### src/rtl/ffr_pkg.sv
package ffr_pkg;
    localparam int DW      = 16;          // data word width
    localparam int QW      = 15;          // fraction bits, also quotient bits
    localparam int LATENCY = QW + 3;      // accept edge to result edge

    typedef enum logic [2:0] {
        S_IDLE,
        S_DIV,
        S_SQUARE,
        S_MIX,
        S_GAIN
    } ffr_state_e;
endpackage

### src/rtl/ffr_qmul.sv
// Unsigned fixed-point multiply, right shift and clamp.
module ffr_qmul #(
    parameter int AW  = 16,
    parameter int BW  = 16,
    parameter int SH  = 15,
    parameter int OW  = 16,
    parameter logic [OW-1:0] MAXV = '1
) (
    input  logic [AW-1:0] a,
    input  logic [BW-1:0] b,
    output logic [OW-1:0] y
);
    localparam int PW = AW + BW;

    logic [PW-1:0] prod;
    logic [PW-1:0] shifted;

    always_comb begin
        prod    = PW'(a) * PW'(b);
        shifted = prod >> SH;
        if (shifted > {{(PW-OW){1'b0}}, MAXV})
            y = MAXV;
        else
            y = shifted[OW-1:0];
    end
endmodule

### src/rtl/ffr_div.sv
// Restoring divider: one quotient bit per step. It requires num < den.
module ffr_div #(
    parameter int DW = 16,
    parameter int QW = 15
) (
    input  logic          clk,
    input  logic          rst_n,
    input  logic          load,
    input  logic          step,
    input  logic [DW-1:0] num,
    input  logic [DW-1:0] den,
    output logic [QW-1:0] quo
);
    logic [DW-1:0] rem_q;
    logic [DW-1:0] den_q;
    logic [DW:0]   trial;
    logic          fits;

    always_comb begin
        trial = {rem_q, 1'b0};
        fits  = (trial >= {1'b0, den_q});
    end

    always_ff @(posedge clk) begin
        if (!rst_n) begin
            rem_q <= '0;
            den_q <= '0;
            quo   <= '0;
        end else if (load) begin
            rem_q <= num;
            den_q <= den;
            quo   <= '0;
        end else if (step) begin
            if (fits) begin
                rem_q <= DW'(trial - {1'b0, den_q});
                quo   <= {quo[QW-2:0], 1'b1};
            end else begin
                rem_q <= DW'(trial);
                quo   <= {quo[QW-2:0], 1'b0};
            end
        end
    end
endmodule

### src/rtl/ffr_refgen.sv
module ffr_refgen #(
    parameter int               DW     = ffr_pkg::DW,
    parameter int               QW     = ffr_pkg::QW,
    parameter logic [DW-1:0]    PIHALF = 16'd25736,   // pi/2, Q2.14
    parameter logic [DW-1:0]    RATIO  = 16'd8787,    // Vmin/Vmax, Q15
    parameter logic [DW-1:0]    KM     = 16'd30544    // Vmax/Vmin, Q3.13
) (
    input  logic          clk,
    input  logic          rst_n,
    input  logic          sample_valid,
    input  logic [DW-1:0] line_sample,
    input  logic [DW-1:0] vloop_out,
    input  logic [DW-1:0] line_avg,
    output logic          ref_valid,
    output logic [DW-1:0] ref_out
);
    import ffr_pkg::*;

    localparam int            CW   = $clog2(QW);
    localparam logic [DW-1:0] QMAX = DW'((1 << QW) - 1);
    localparam int            GSH  = QW - 2;           // Q3.13 shift

    ffr_state_e state_q, state_d;
    logic [CW-1:0] cnt_q;
    logic [DW-1:0] a_q, b_q, navg_q;
    logic [DW-1:0] ab_q, c_q, abc_q;

    logic [DW-1:0] navg_w, inv_w, c_w, ab_w, abc_w, ref_w;
    logic [QW-1:0] quo_w;
    logic          accept, load_w, step_w;

    assign accept = (state_q == S_IDLE) && sample_valid;
    assign load_w = accept;
    assign step_w = (state_q == S_DIV);

    // rescale average to its own full scale (saturating)
    ffr_qmul #(.AW(DW), .BW(DW), .SH(QW-1), .OW(DW), .MAXV(QMAX)) u_norm (
        .a(line_avg), .b(PIHALF), .y(navg_w)
    );

    ffr_div #(.DW(DW), .QW(QW)) u_div (
        .clk(clk), .rst_n(rst_n), .load(load_w), .step(step_w),
        .num(RATIO), .den(navg_w), .quo(quo_w)
    );

    assign inv_w = (navg_q <= RATIO) ? QMAX : {{(DW-QW){1'b0}}, quo_w};

    ffr_qmul #(.AW(DW), .BW(DW), .SH(QW), .OW(DW), .MAXV(QMAX)) u_sq (
        .a(inv_w), .b(inv_w), .y(c_w)
    );
    ffr_qmul #(.AW(DW), .BW(DW), .SH(QW), .OW(DW), .MAXV(QMAX)) u_ab (
        .a(a_q), .b(b_q), .y(ab_w)
    );
    ffr_qmul #(.AW(DW), .BW(DW), .SH(QW), .OW(DW), .MAXV(QMAX)) u_abc (
        .a(ab_q), .b(c_q), .y(abc_w)
    );
    ffr_qmul #(.AW(DW), .BW(DW), .SH(GSH), .OW(DW), .MAXV(QMAX)) u_gain (
        .a(abc_q), .b(KM), .y(ref_w)
    );

    // state register
    always_ff @(posedge clk) begin
        if (!rst_n) state_q <= S_IDLE;
        else        state_q <= state_d;
    end

    // next state
    always_comb begin
        state_d = state_q;
        unique case (state_q)
            S_IDLE:   if (sample_valid) state_d = S_DIV;
            S_DIV:    if (cnt_q == CW'(QW-1)) state_d = S_SQUARE;
            S_SQUARE: state_d = S_MIX;
            S_MIX:    state_d = S_GAIN;
            S_GAIN:   state_d = S_IDLE;
            default:  state_d = S_IDLE;
        endcase
    end

    // datapath registers
    always_ff @(posedge clk) begin
        if (!rst_n) begin
            cnt_q  <= '0;
            a_q    <= '0;
            b_q    <= '0;
            navg_q <= '0;
            ab_q   <= '0;
            c_q    <= '0;
            abc_q  <= '0;
        end else begin
            if (accept) begin
                a_q    <= line_sample;
                b_q    <= vloop_out;
                navg_q <= navg_w;
                cnt_q  <= '0;
            end
            if (state_q == S_DIV)    cnt_q <= cnt_q + 1'b1;
            if (state_q == S_SQUARE) begin
                c_q  <= c_w;
                ab_q <= ab_w;
            end
            if (state_q == S_MIX)    abc_q <= abc_w;
        end
    end

    // outputs
    always_ff @(posedge clk) begin
        if (!rst_n) begin
            ref_valid <= 1'b0;
            ref_out   <= '0;
        end else begin
            ref_valid <= (state_q == S_GAIN);
            if (state_q == S_GAIN) ref_out <= ref_w;
        end
    end
endmodule

### config.mk
export PLATFORM = sky130hd
export DESIGN_NAME = ffr_refgen
export DESIGN_NICKNAME = d
export VERILOG_FILES = /design/src/rtl/ffr_pkg.sv /design/src/rtl/ffr_qmul.sv /design/src/rtl/ffr_div.sv /design/src/rtl/ffr_refgen.sv
export SDC_FILE = /design/constraint.sdc
export NUM_CORES = 2
export LEC_CHECK = 0
export BUFFER_PORTS_ARGS = -buffer_cell sky130_fd_sc_hd__buf_2
export CAP_MARGIN = 0
export CORE_ASPECT_RATIO = 0.7
export CORE_MARGIN = 2
export CORE_UTILIZATION = 50
export DETAILED_ROUTE_END_ITERATION = 16
export HOLD_SLACK_MARGIN = 0.12
export PLACE_DENSITY = 0.66
export SLEW_MARGIN = 20
export SYNTH_ARGS = -nofsm -noshare
export SYNTH_HDL_FRONTEND = slang
export SYNTH_SLANG_ARGS = --single-unit
export TNS_END_PERCENT = 30
### constraint.sdc
create_clock -name clk -period 18.6 [get_ports clk]
set_clock_uncertainty 0.05 [all_clocks]
set_input_delay 0 -clock clk [delete_from_list [all_inputs] [get_ports clk]]
set_output_delay 0 -clock clk [all_outputs]
set_load 0.005 [all_outputs]
==> metrics.md <==
| Metric | Value |
|---|---|
| Worst hold-check path type | in -> reg |
| Setup CP Type | reg -> reg |
| I/O Pins | 68 |
| Die outline height | 224 µm |
| Finished Layout Cells | 4824 |
| Synth Area in Simple Gates | 0.134 |
| WL/cell | 16.5 µm |
| IO buf count | 67 |
| Fin. max-slew vios | 0 |
| TritonCTS clock tree | yes |
| NumNets Final | 5074 |
| CTS Root Cell | clkbuf_16 |
| Least-Margin Pin Slew | 1.02 ns |
| Part of the Yosys area used for sequential elements | 0.0871 |
| Main combinational cell family by area after synthesis | adder cells |
| Core area | 0.0682 mm² |
| Compound-cell area share of the yosys netlist | 0.0993 |
| Fin worst setup slack | 10.57 ns |
| Min cycle time layout | 8.03 ns |
| DRC | 0 |
| CTS H-tree lvls | 4 |
| Vias | 25400 |
| Grt ovf | 0 |
| FF+latch count, synth | 150 |
| Post-synthesis cell type count | 88 |
| CTS max path bufs | 2 |
| Die area | 0.0711 mm² |
| Hpwl dp | 63500 µm |
| Vias/cell | 5.27 |
| Worst-path clk slew | 0.07 ns |
| Syn. warnings | 0 |
| Pre-CTS setup slack | 10.69 ns |
| Clk Latency, worst-skew pair | 0.49 ns |
| First-pass GRT wire length | 135000 µm |
| Postcts setup bufs | 0 |
| Final wirelength | 79600 µm |
| Max frequency | 0.124 GHz |
| Max_cap viols | 0 |
| Initial Utilization | 0.506 |
| Tcrit/Tclk final | 0.432 |
| EDFF count, synth | 0 |
| Crit start category | flop |
| Adder-cell share of the synthesized area | 0.539 |
| Num CTS Buffers | 17 |
| GRT Resource Usage Total | 0.236 |
| Crit. End Element | flop |
| Antenna Cells | 0 |
| Share of layout cells above drive strength 1 | 0.0385 |
| Syn nets | 5065 |
| RSZ-0062 raised after global routing | false |
| Pre-antenna DRT Iters | 7 |
| Worst Path Max Fanout | 53 |
| Number of global-route vias before repair | 25800 |
| Final setup vio count | 0 |
| Post-DRT Antenna Nets | 0 |
| Initial DRC count | 1612 |
| Endpoints failing hold | 0 |
| Status | completed |
| Setup TNS Final | 0 ns |
| Mux cell area share after synthesis | 0.00377 |
| Worst path required time | 18.93 ns |
| Xor and xnor area share after synthesis | 0.0243 |
| Area growth syn-to-layout | 6.49% |
| Rows | 80 |
| Initial antenna violation count | 2 |
| Worst path arrival time | 8.37 ns |
| Avg Synthesized Cell Area | 8.84 µm² |
| Post-synth ARST share | 0 |
| Post-CTS Resized | 0 |
| Synthesized area | 0.0345 mm² |
| Chip width | 318 µm |
| Syn Inst Count | 3900 |
| Cell total after placement | 4726 |
| TritonCTS Sinks | 150 |
| Most used DFF post-synth | dfxtp_1 |
| GPL Wtd Cong | 0.912 |
| Finished Core Util | 0.539 |
| Pin count of the biggest net entering global routing | 72 |
| Slew HR | 0.317 |
## what timing repair did
item | 4_1_cts | 5_1_grt
hold endpoints to repair | 58 | 0
setup endpoints to repair | 0 | 0
hold buffers | 66 | 0
## path summary, 6_finish.rpt
kind,end,slack [ns],startpoint,cells after the start
worst max-delay path,c_q[12],10.57,navg_q[6],26
worst min-delay path,state_q[0],0.39,sample_valid,4
worst max register to register,c_q[12],10.57,navg_q[6],26
worst min register to register,u_div.rem_q[15],0.43,u_div.rem_q[15],2
## cells by family (layout without fill, tap and decap cells)
group,after synthesis,after routing
buffers and inverters,1037,1059
DFF,150,150
adders and majority gates,1114,1114
and+or+nand+nor,997,997
xor gates and xnor gates,95,95
muxes,12,12
AOI/OAI and AO/OA,495,495
## worst max-delay path, cell delays in order, from the launching register on
cell and delay [ns]:
dfxtp_1 0.38, o211ai_1 0.13, a211oi_1 0.60, nor4_4 0.04
buf_4 0.31, nor2_1 0.45, nor2_1 0.18, fa_1 0.56
inv_1 0.05, fa_1 0.52, inv_1 0.06, fa_1 0.54
fa_1 0.46, fa_1 0.55, inv_1 0.05, fa_1 0.53
inv_1 0.04, ha_1 0.36, a21oi_1 0.26, o21ai_1 0.13
or4b_1 0.51, o21ba_2 0.27, a21boi_2 0.21, o21ai_1 0.12
nand2_1 0.13, mux2i_1 0.08, a311o_1 0.31
## sequential cells by signal, summed over array words and instances, names as in the netlist
name / count
c_q: 15
cnt_q: 4
state_q: 3
navg_q: 16
ref_out: 16
ab_q: 16
abc_q: 16
b_q: 16
a_q: 16
u_div.quo: 15
ref_valid: 1
u_div.rem_q: 16
## layout make-up
type	instances	area, µm²
Tap cell	902	1130
Inverter	872	3270
Clock buffer	22	474
Clock inverter	10	86.3
Sequential cell	150	3000
Fill cell	6253	31400
Timing Repair Buffer	155	1160
Multi-Input combinational cell	2713	27600
## per-stage QoR
step | hold WS (ns) | instance area (µm²)
after CTS | 0.376 | 36700
after detailed placement | 0.201 | 35500
final | 0.386 | 36700
after global routing | 0.392 | 36700
after floorplan | 0.0848 | 34500
after global placement | 0.192 | 35500
## cells in the final DEF, fill, tap and decap left out, types with 19 or more instances in the layout
cell type / n
nor2_1: 96
a21o_1: 35
buf_4: 23
nand2_1: 550
ha_1: 496
fa_1: 618
a211oi_1: 19
nand3_1: 36
a21oi_1: 151
xnor2_1: 64
a21boi_0: 23
buf_2: 66
dlygate4sd3_1: 66
nand4_1: 22
o221a_1: 40
dfxtp_1: 150
inv_1: 871
xor2_1: 30
o21ai_1: 37
o21ai_0: 55
o21a_1: 21
and2_1: 211
## per-layer routing
| metal | share of wire | vias to the layer above | track usage |
|---|---|---|---|
| li1 | - | 12200 | - |
| met1 | 0.50 | 12500 | 0.371 |
| met2 | 0.41 | 740 | 0.338 |
| met3 | 0.075 | 66 | 0.0455 |
| met4 | 0.011 | 2 | 0.0390 |
| met5 | 0.00014 | - | 0 |
## cell usage after synthesis (21+ instances only)
cell	number	area [µm²]
nor2_1	96	360
o21ai_1	37	185
xor2_1	30	263
a21boi_0	23	173
dfxtp_1	150	3000
fa_1	618	12400
xnor2_1	64	561
nand2_1	550	2060
nand3_1	36	180
clkbuf_1	158	593
ha_1	496	6210
o21ai_0	55	275
and2_1	211	1320
nand4_1	22	138
o221a_1	40	450
a21o_1	35	263
inv_1	871	3270
a21oi_1	151	756
o21a_1	21	158
Power is not shown: default switching activity piles up to over one toggle a cycle in this logic, so the estimate is an artifact.
